`src/rtl/lmfc_pkg.sv`:
```
package lmfc_pkg;
  // Outcome of one detected reference edge.
  typedef enum logic [1:0] {
    SR_NONE,     // no edge this cycle
    SR_ADOPT,    // not aligned yet: take the edge as the phase
    SR_CONFIRM,  // aligned and edge agrees with running phase
    SR_REJECT    // aligned and edge would land inside a multiframe
  } sr_verdict_t;
endpackage

```
`src/rtl/sysref_capture.sv`:
```
module sysref_capture #(
  parameter int DLY_W = 3
) (
  input  logic             clk,
  input  logic             rst_n,
  input  logic             sysref_in,
  input  logic             enable,
  input  logic [DLY_W-1:0] dly,
  output logic             event_o
);
  localparam int TAPS = (1 << DLY_W) - 1;

  logic            s1, s2, prev, delayed;
  logic [TAPS-1:0] tap;

  always_ff @(posedge clk or negedge rst_n) begin
    if (!rst_n) begin
      s1 <= 1'b0;
      s2 <= 1'b0;
    end else begin
      s1 <= sysref_in;
      s2 <= s1;
    end
  end

  generate
    if (TAPS == 1) begin : g_one_tap
      always_ff @(posedge clk or negedge rst_n) begin
        if (!rst_n) tap <= '0;
        else        tap <= s2;
      end
    end else begin : g_tap_line
      always_ff @(posedge clk or negedge rst_n) begin
        if (!rst_n) tap <= '0;
        else        tap <= {tap[TAPS-2:0], s2};
      end
    end
  endgenerate

  always_comb begin
    delayed = s2;
    for (int i = 1; i <= TAPS; i++)
      if (int'(dly) == i) delayed = tap[i-1];
  end

  // Rising edge after the delay, registered: one cycle wide.
  always_ff @(posedge clk or negedge rst_n) begin
    if (!rst_n) begin
      prev    <= 1'b0;
      event_o <= 1'b0;
    end else begin
      prev    <= delayed;
      event_o <= delayed & ~prev & enable;
    end
  end

  // an event is never followed directly by another one
  assert_single_event_R9: assert property (@(posedge clk) disable iff (!rst_n)
    event_o |=> !event_o)
    else $error("reference event repeated on consecutive cycles");
endmodule

```
`src/rtl/lmfc_counter.sv`:
```
module lmfc_counter #(
  parameter int K_W = 5,
  parameter int F_W = 4
) (
  input  logic           clk,
  input  logic           rst_n,
  input  logic [K_W-1:0] k_m1,
  input  logic [F_W-1:0] f_m1,
  input  logic           load,
  output logic           at_last,
  output logic           frame_strobe,
  output logic           lmfc_strobe
);
  logic [F_W-1:0] octet;
  logic [K_W-1:0] frame;
  logic           oct_last, frm_last;

  // Compare with >= so a shrunk K or F wraps at once.
  assign oct_last = (octet >= f_m1);
  assign frm_last = (frame >= k_m1);
  assign at_last  = oct_last && frm_last;

  always_ff @(posedge clk or negedge rst_n) begin
    if (!rst_n) begin
      octet <= '0;
      frame <= '0;
    end else if (load || at_last) begin
      octet <= '0;
      frame <= '0;
    end else if (oct_last) begin
      octet <= '0;
      frame <= frame + K_W'(1);
    end else begin
      octet <= octet + F_W'(1);
    end
  end

  assign frame_strobe = (octet == '0);
  assign lmfc_strobe  = (octet == '0) && (frame == '0);

  // multiframe strobe is not repeated back to back unless K*F is one
  assert_lmfc_gap_R2: assert property (@(posedge clk) disable iff (!rst_n)
    (lmfc_strobe && !load && (k_m1 != '0 || f_m1 != '0)) |=> !lmfc_strobe)
    else $error("multiframe strobe repeated early");

  // frame strobe is not repeated back to back unless F is one
  assert_frame_gap_R2: assert property (@(posedge clk) disable iff (!rst_n)
    (frame_strobe && !load && f_m1 != '0) |=> !frame_strobe)
    else $error("frame strobe repeated early");
endmodule

```
`src/rtl/align_ctrl.sv`:
```
module align_ctrl
  import lmfc_pkg::*;
#(
  parameter int K_W = 5,
  parameter int F_W = 4
) (
  input  logic           clk,
  input  logic           rst_n,
  input  logic           event_i,
  input  logic           at_last,
  input  logic [K_W-1:0] k_m1,
  input  logic [F_W-1:0] f_m1,
  output logic           load,
  output logic           aligned,
  output logic           sysref_err
);
  localparam int CFG_W = K_W + F_W;

  logic [CFG_W-1:0] cfg_q;
  logic             cfg_change;
  sr_verdict_t      verdict;

  assign cfg_change = ({k_m1, f_m1} != cfg_q);

  always_comb begin
    if (!event_i)      verdict = SR_NONE;
    else if (!aligned) verdict = SR_ADOPT;
    else if (at_last)  verdict = SR_CONFIRM;
    else               verdict = SR_REJECT;
  end

  assign load = (verdict == SR_ADOPT);

  always_ff @(posedge clk or negedge rst_n) begin
    if (!rst_n) begin
      cfg_q      <= '0;
      aligned    <= 1'b0;
      sysref_err <= 1'b0;
    end else begin
      cfg_q <= {k_m1, f_m1};
      if (cfg_change) begin
        aligned    <= 1'b0;
        sysref_err <= 1'b0;
      end else begin
        case (verdict)
          SR_ADOPT:  aligned    <= 1'b1;
          SR_REJECT: sysref_err <= 1'b1;
          default:   ;
        endcase
      end
    end
  end

  // an error only appears while aligned
  assert_err_needs_align_R6: assert property (@(posedge clk) disable iff (!rst_n)
    $rose(sysref_err) |-> aligned)
    else $error("error raised while not aligned");

  // a rejected edge always leaves the error set
  assert_reject_flags_R6: assert property (@(posedge clk) disable iff (!rst_n)
    (event_i && aligned && !at_last && !cfg_change) |=> sysref_err)
    else $error("misplaced edge not flagged");

  // a configuration change clears both flags
  assert_cfg_clears_R8: assert property (@(posedge clk) disable iff (!rst_n)
    cfg_change |=> (!aligned && !sysref_err))
    else $error("flags survived configuration change");
endmodule

```
`src/rtl/lmfc_align.sv`:
```
module lmfc_align #(
  parameter int K_W   = 5,
  parameter int F_W   = 4,
  parameter int DLY_W = 3
) (
  input  logic             clk,
  input  logic             rst_n,
  input  logic             sysref_in,
  input  logic             sysref_en,
  input  logic [DLY_W-1:0] sysref_dly,
  input  logic [K_W-1:0]   frames_m1,
  input  logic [F_W-1:0]   octets_m1,
  output logic             frame_strobe,
  output logic             lmfc_strobe,
  output logic             aligned,
  output logic             sysref_err
);
  logic ev, at_last, load;

  sysref_capture #(.DLY_W(DLY_W)) u_capture (
    .clk       (clk),
    .rst_n     (rst_n),
    .sysref_in (sysref_in),
    .enable    (sysref_en),
    .dly       (sysref_dly),
    .event_o   (ev)
  );

  lmfc_counter #(.K_W(K_W), .F_W(F_W)) u_counter (
    .clk          (clk),
    .rst_n        (rst_n),
    .k_m1         (frames_m1),
    .f_m1         (octets_m1),
    .load         (load),
    .at_last      (at_last),
    .frame_strobe (frame_strobe),
    .lmfc_strobe  (lmfc_strobe)
  );

  align_ctrl #(.K_W(K_W), .F_W(F_W)) u_ctrl (
    .clk        (clk),
    .rst_n      (rst_n),
    .event_i    (ev),
    .at_last    (at_last),
    .k_m1       (frames_m1),
    .f_m1       (octets_m1),
    .load       (load),
    .aligned    (aligned),
    .sysref_err (sysref_err)
  );

  // alignment starts exactly on a multiframe and frame boundary
  assert_align_on_boundary_R3: assert property (@(posedge clk) disable iff (!rst_n)
    $rose(aligned) |-> (lmfc_strobe && frame_strobe))
    else $error("alignment not on a multiframe boundary");

  // multiframe start is always also a frame start
  assert_lmfc_in_frame_R2: assert property (@(posedge clk) disable iff (!rst_n)
    lmfc_strobe |-> frame_strobe)
    else $error("multiframe strobe without frame strobe");
endmodule

```
`config.mk`:
```
export PLATFORM = sky130hd
export DESIGN_NAME = lmfc_align
export DESIGN_NICKNAME = d
export VERILOG_FILES = /design/src/rtl/lmfc_pkg.sv /design/src/rtl/sysref_capture.sv /design/src/rtl/lmfc_counter.sv /design/src/rtl/align_ctrl.sv /design/src/rtl/lmfc_align.sv
export SDC_FILE = /design/constraint.sdc
export NUM_CORES = 1
export LEC_CHECK = 0
export BUFFER_PORTS_ARGS = -buffer_cell sky130_fd_sc_hd__buf_2
export CORE_UTILIZATION = 40
export DETAILED_ROUTE_END_ITERATION = 6
export REMOVE_ABC_BUFFERS = 1
export SETUP_SLACK_MARGIN = 0.2
export SYNTH_ARGS = -nofsm -noshare
export SYNTH_HDL_FRONTEND = slang
export SYNTH_HIERARCHICAL = 1
export SYNTH_SLANG_ARGS = --single-unit
```
`constraint.sdc`:
```
create_clock -name clk -period 1.8 [get_ports clk]
set_input_delay 0.27 -clock clk [delete_from_list [all_inputs] [get_ports clk]]
set_output_delay 0.27 -clock clk [all_outputs]
set_load 0.05 [all_outputs]
```
==> results.yml, run 1 <==
status:
  outcome: "completed"
cells_and_area:
  drive_gt1_share_pct: 36.2
  antenna_cells: 0
  synthToLayoutAreaGrowth_pct: 32.4
  fin_nets: 205
clocking:
  ctsRootBufferMaster: "clkbuf_8"
  clk_pin_slew_worst_paths_ns: 0.06
  cts.sinks: 31
  cts_tree: "done"
  htreeDepth: 2
  clk_path_buf_depth: 2
  numCtsBuffers: 5
  cts_hold_buf: 0
  insertion_delay_ns: 0.28
floorplanning:
  die_y_um: 64.3
  core_area_sq_um: 3690
  io_pins: 20
  die-area_sq_um: 4140
  rows: 22
  start_util_pct: 42.1
  die_w_um: 64.3
power:
  power_density_nw_per_um2: 1500
  p_leak_nw: 0.958
  ir_worst_vdd_mv: 1.20
  totalPowerFinal_mw: 3.10
timing:
  slew_headroom_pct: 55.8
  fin_crit_ns: 1.73
  slew_viol_final: 0
  rsz0062_at_grt: "true"
  finClkSkew_ns: 0.00297
  whs_ns: 0.0231
  setup_violations: 0
  post-route-period-util_pct: 96.1
  worst_pin_slew_ns: 0.663
  hold_viol_final: 0
  max_freq_ghz: 0.578
grt:
  grt_overflow: 0
  antenna_found_initial: 0
  grt_pass1_wl_um: 4940
  grt_pass1_vias: 1036
  grt_usage_pct: 16.3
  grt_start_max_net_pins: 32
yosys:
  syn_inst: 140
  ys_warn_count: 6
  synth.avg_cell_area_sq_um: 11.1
  synth_cell_types: 37
  ys_ff_latch: 31
  synth_seq_area_share_pct: 49.9
  synth_area_sq_um: 1550
drt:
  drc: 0
  first_pass_iters: 4
  ant_nets: 0
  via_per_inst: 5.06
  vias: 1138
  drt_iter0_drc: 70
  routed_wl_um: 3060
  detail_route.wl_per_cell_um: 13.6
min_path:
  hold_path_class: "input pin to async pin"
place:
  dp_hpwl_um: 2100
  gp_congestion: 0.766
  port_buffers: 19
worst_setup_path:
  end_kind: "primary output"
  start_kind: "flop"
  rrSetupSlack_ns: 0.13
  critPathKind: "flop to primary output"
  cp.required_ns: 1.53
  crit_arrival_ns: 1.46
  cpMaxStageDelayCell: "dfrtp_1"
  crit_fanout: 2
  crit_chain: "inv_2 > ha_4 > nor3b_4 > and4_1 > buf_6"
  critPathMaxStageDelay_ns: 0.40
job:
  drv_cap: 0
-- metrics by stage --
step                      area, sq um  setup slack (ns)  utilization, %  TNS [ns]  std cells
final                            2060            0.0708            55.8         0        225
after global placement           1720             0.143            46.5         0        208
after floorplan                  1540            -0.920               -     -1.16        138
after CTS                        1990            0.0665            54.0         0        223
after detailed placement         1720            0.0882            46.5         0        208
after global routing             2060           0.00416            55.8         0        225
-- area by class of cell --
| type | count | area, sq um |
|---|---|---|
| clock inverter | 2 | 60.1 |
| tap | 48 | 60.1 |
| clock buffer | 6 | 72.6 |
| timing repair buffer | 31 | 209 |
| sequential | 31 | 778 |
| fill | 301 | 1630 |
| multi-input combinational | 93 | 826 |
| inverter | 14 | 52.6 |
-- metal layers --
metal | GRT usage (%) | vias up | share of wire [%]
met1 | 21.0 | 541 | 45
met5 | 0 | - | 0
met3 | 4.46 | 5 | 4.1
met4 | 7.50 | 0 | 1.4
li1 | - | 560 | -
met2 | 25.3 | 32 | 50
-- flip-flops by register name, summed over array words and instances (netlist names) --
register	count
u_ctrl/cfg_q	9
u_capture/tap	7
u_counter/frame	5
u_counter/octet	4
u_capture/event_o	1
u_capture/prev	1
u_capture/s1	1
u_capture/s2	1
u_ctrl/aligned	1
u_ctrl/sysref_err	1
-- cell usage in the layout (no fill, tap or decap), types with 2 or more instances in the layout --
cell and count:
inv_2 3, bufinv_16 2, ha_4 5, and4_1 2, nand3_1 11, nand2_1 8, o211ai_1 2, a21o_1 2
a21oi_2 6, buf_4 10, nor4_1 2, dfrtp_2 2, nor2_1 6, a31oi_1 3, buf_6 3, ha_1 8
mux2i_1 3, xnor2_1 10, dfrtp_1 29, clkbuf_8 5, inv_1 11, nor3_1 3, buf_2 17
-- synth_stat cells (all sizes together) --
library cell / count / area (sq um)
nand3b: 1 / 7.51
o211ai: 2 / 15.0
mux2i: 3 / 30.0
xnor2: 10 / 87.6
nand2b: 2 / 20.0
and4: 3 / 27.5
inv: 14 / 52.6
nor3: 3 / 15.0
a211o: 1 / 8.76
a31oi: 4 / 40.0
nand4: 1 / 6.26
and3: 1 / 6.26
a21o: 3 / 23.8
nor2b: 3 / 21.3
xor2: 1 / 8.76
a41o: 1 / 10.0
ha: 13 / 163
nand4bb: 1 / 11.3
nor3b: 2 / 15.0
nor4: 2 / 12.5
a21oi: 6 / 37.5
nand2: 8 / 30.0
or3b: 1 / 8.76
o21ai: 4 / 27.5
dfrtp: 31 / 776
nand3: 11 / 55.1
buf: 2 / 15.0
nor2: 6 / 22.5
-- path summary, 6_finish.rpt --
check | start | endpoint | cells after the start
setup / recovery | u_counter/octet[1] | lmfc_strobe | 5
hold / removal | rst_n | u_ctrl/cfg_q[6] | 1
setup reg to reg | u_counter/octet[0] | u_counter/frame[3] | 9
hold reg to reg | u_capture/s1 | u_capture/s2 | 0
max in group asynchronous | rst_n | u_counter/octet[2] | 1
min in group clk | sysref_in | u_capture/s1 | 1
-- worst max-delay path: cells and delay by family (launching register included) --
family,cells,cell delay (ns)
buffers and inverters,2,0.24
adder cells (fa/ha/maj),1,0.12
flip-flops,1,0.40
AND/OR/NAND/NOR,2,0.42
-- cells by family (layout without fill, tap and decap cells) --
| logic type | count (synthesis) | after routing | share of synthesized area, % |
|---|---|---|---|
| and+or+nand+nor | 45 | 45 | 16.7 |
| DFF | 31 | 31 | 49.9 |
| AOI/OAI and AO/OA | 21 | 21 | 10.5 |
| buffers and inverters | 16 | 53 | 4.35 |
| adders and majority gates | 13 | 13 | 10.5 |
| xor gates and xnor gates | 11 | 11 | 6.20 |
| muxes | 3 | 3 | 1.93 |
-- power by group --
part	switching, mW	leakage (nW)	total, mW	internal [mW]
clock network	0.241	0.0654	0.793	0.553
logic	0.675	0.519	1.36	0.680
registers	0.125	0.374	0.948	0.823
total	1.04	0.958	3.10	2.06
-- timing repair --
action                     CTS  global route
resized for setup           18            12
pin swaps                    9             9
setup endpoints to repair    8             9
buffers inserted             7             2
No activity file was read; power rests on OpenSTA's default activity.
==> inputs of run 2 (changes only) <==
- clock period: 1.8 -> 1.6 ns (I/O delays scaled with it)
==> run 2 against run 1 <==
The run now ends with negative setup slack left. Clock skew rose by 0.00060 ns. Via count up 6.7%. Sequential share of layout area down 2.9 points. Non-clock buffer count increased by 16. Global-route usage rose by 1.1 points. Critical endpoint is now u_counter/frame[3]. Largest cell class unchanged.
==> results.yml, run 2 (same netlist as run 1, synthesis figures left out) <==
power:
  p_sw_mw: 1.36
  totalPowerFinal_mw: 3.71
  swShare_pct: 36.5
  ir_worst_vdd_mv: 1.18
  p_int_mw: 2.36
  comb_power_share_pct: 56.4
  power_density_nw_per_um2: 1670
  power_frac_clock_pct: 15.2
  power_frac_seq_pct: 28.3
  p_leak_nw: 1.03
grt:
  grt_pass1_vias: 1228
  antenna_found_initial: 0
  top_usage_layer: "met2"
  grt_overflow: 0
  grt_start_max_net_pins: 32
  grt_usage_pct: 17.4
  grt_use_met1_pct: 21.5
  gr-usage-met3_pct: 3.75
  use_met2_pct: 28.3
  grt_pass1_wl_um: 5320
cells_and_area:
  final_cell_mix: "30 x dfrtp_1, 19 x buf_4, 17 x buf_2, 11 x inv_1"
  largest_reg_flops: 9
  synthToLayoutAreaGrowth_pct: 43.2
  top_regs: "u_ctrl/cfg_q (9), u_capture/tap (7), u_counter/frame (5)"
  regMostFlops: "u_ctrl/cfg_q"
  drive_gt1_share_pct: 47.7
  fin_cells: 241
  fin_nets: 221
  antenna_cells: 0
  final_common_cell: "dfrtp_1"
worst_setup_path:
  cp.required_ns: 1.79
  path_buf_inv: 2
  critPathKind: "flop to flop"
  cp_top_family: "compound AO/OA/AOI/OAI gates"
  cpMaxStageDelayCell: "dfrtp_1"
  crit_arrival_ns: 1.89
  crit_chain: "buf_6 > ha_4 > nand2_2 > o21ai_2 > buf_4 > a21o_4 > nand3_2 > a31oi_1"
  critPathLaunch: "u_counter/octet[1]"
  start_kind: "flop"
  end_kind: "flop"
  critPathMaxStageDelay_ns: 0.40
  crit_fanout: 7
  r2r_start: "u_counter/octet[1]"
drt:
  drt_iter0_drc: 76
  ant_nets: 0
  vias: 1214
  drc: 0
  routed_wl_um: 3500
  via_per_inst: 5.04
  detail_route.wl_per_cell_um: 14.5
  first_pass_iters: 4
clocking:
  clk_pin_slew_worst_paths_ns: 0.06
  cts.sinks: 31
  cts_hold_buf: 0
  ctsRootBufferMaster: "clkbuf_8"
  numCtsBuffers: 5
  clk_path_buf_depth: 2
  htreeDepth: 2
  cts_tree: "done"
  insertion_delay_ns: 0.27
place:
  gp_congestion: 0.802
  dp_cells: 220
  port_buffers: 19
  dp_hpwl_um: 2250
  pre_cts_ws_ns: -0.0704
timing:
  fin_crit_ns: 1.71
  slew_headroom_pct: 53.8
  rsz0062_at_grt: "true"
  setup_violations: 11
  hold_viol_final: 0
  post-route-period-util_pct: 107
  timing.final.ws_setup_ns: -0.108
  worst_pin_slew_ns: 0.692
  slew_viol_final: 0
  finClkSkew_ns: 0.00357
  max_freq_ghz: 0.585
floorplanning:
  die-area_sq_um: 4140
  start_util_pct: 42.1
  die_y_um: 64.3
  rows: 22
  core_area_sq_um: 3690
  die_w_um: 64.3
  io_pins: 20
min_path:
  hold_path_class: "input pin to async pin"
status:
  violations: "negative setup slack"
  outcome: "finished with violations"
job:
  drv_cap: 0
[run 2: metrics by stage]
stage	TNS [ns]	util, %	cell area, sq um	hold WS (ns)
6_report	-0.570	60.3	2220	0.00609
5_1_grt	-1.48	60.3	2220	0.0548
4_1_cts	-0.131	55.0	2030	0.0251
3_5_place_dp	-0.112	49.0	1810	0.320
3_3_place_gp	-0.0000304	49.0	1810	0.313
2_1_floorplan	-1.50	-	1540	-0.0556
[run 2: final timing paths]
check                                     end  depth (start not counted)  slack, ns
setup / recovery           u_counter/frame[3]                          8      -0.11
hold / removal             u_counter/frame[4]                          1      0.006
setup reg to reg           u_counter/frame[3]                          8      -0.11
hold reg to reg                  u_capture/s2                          0       0.35
max in group asynchronous  u_counter/frame[3]                          1       1.11
min in group clk                 u_capture/s1                          1       0.07
[run 2: power groups by stage]
stage               sequential (mW)  clock, mW  combinational [mW]
floorplan                      1.04          0               0.749
global placement               1.03          0                1.19
detailed placement             1.03          0                1.24
CTS                            1.03      0.586                1.58
global route                   1.07      0.624                2.26
finish                         1.05      0.565                2.10
[run 2: final cells by class]
| class | instances | area (sq um) |
|---|---|---|
| Clock inverter | 1 | 5.00 |
| Clock buffer | 7 | 76.3 |
| Sequential cell | 31 | 777 |
| Fill cell | 303 | 1460 |
| Timing Repair Buffer | 47 | 355 |
| Inverter | 14 | 52.6 |
| Multi-Input combinational cell | 93 | 898 |
| Tap cell | 48 | 60.1 |
[run 2: per-layer routing]
| metal | routed length, um | vias up | part of all wire, % |
|---|---|---|---|
| li1 | - | 593 | - |
| met3 | 91 | 4 | 2.6 |
| met1 | 1580 | 597 | 45 |
| met2 | 1770 | 20 | 51 |
| met5 | 0 | - | 0 |
| met4 | 51 | 0 | 1.5 |
[run 2: what timing repair did]
item | in CTS | in global routing
hold endpoints to repair | 0 | 0
cloned | 0 | 0
gates resized for setup | 22 | 28
pin swaps | 7 | 20
buffers inserted | 5 | 8
endpoints found under the setup margin | 12 | 12
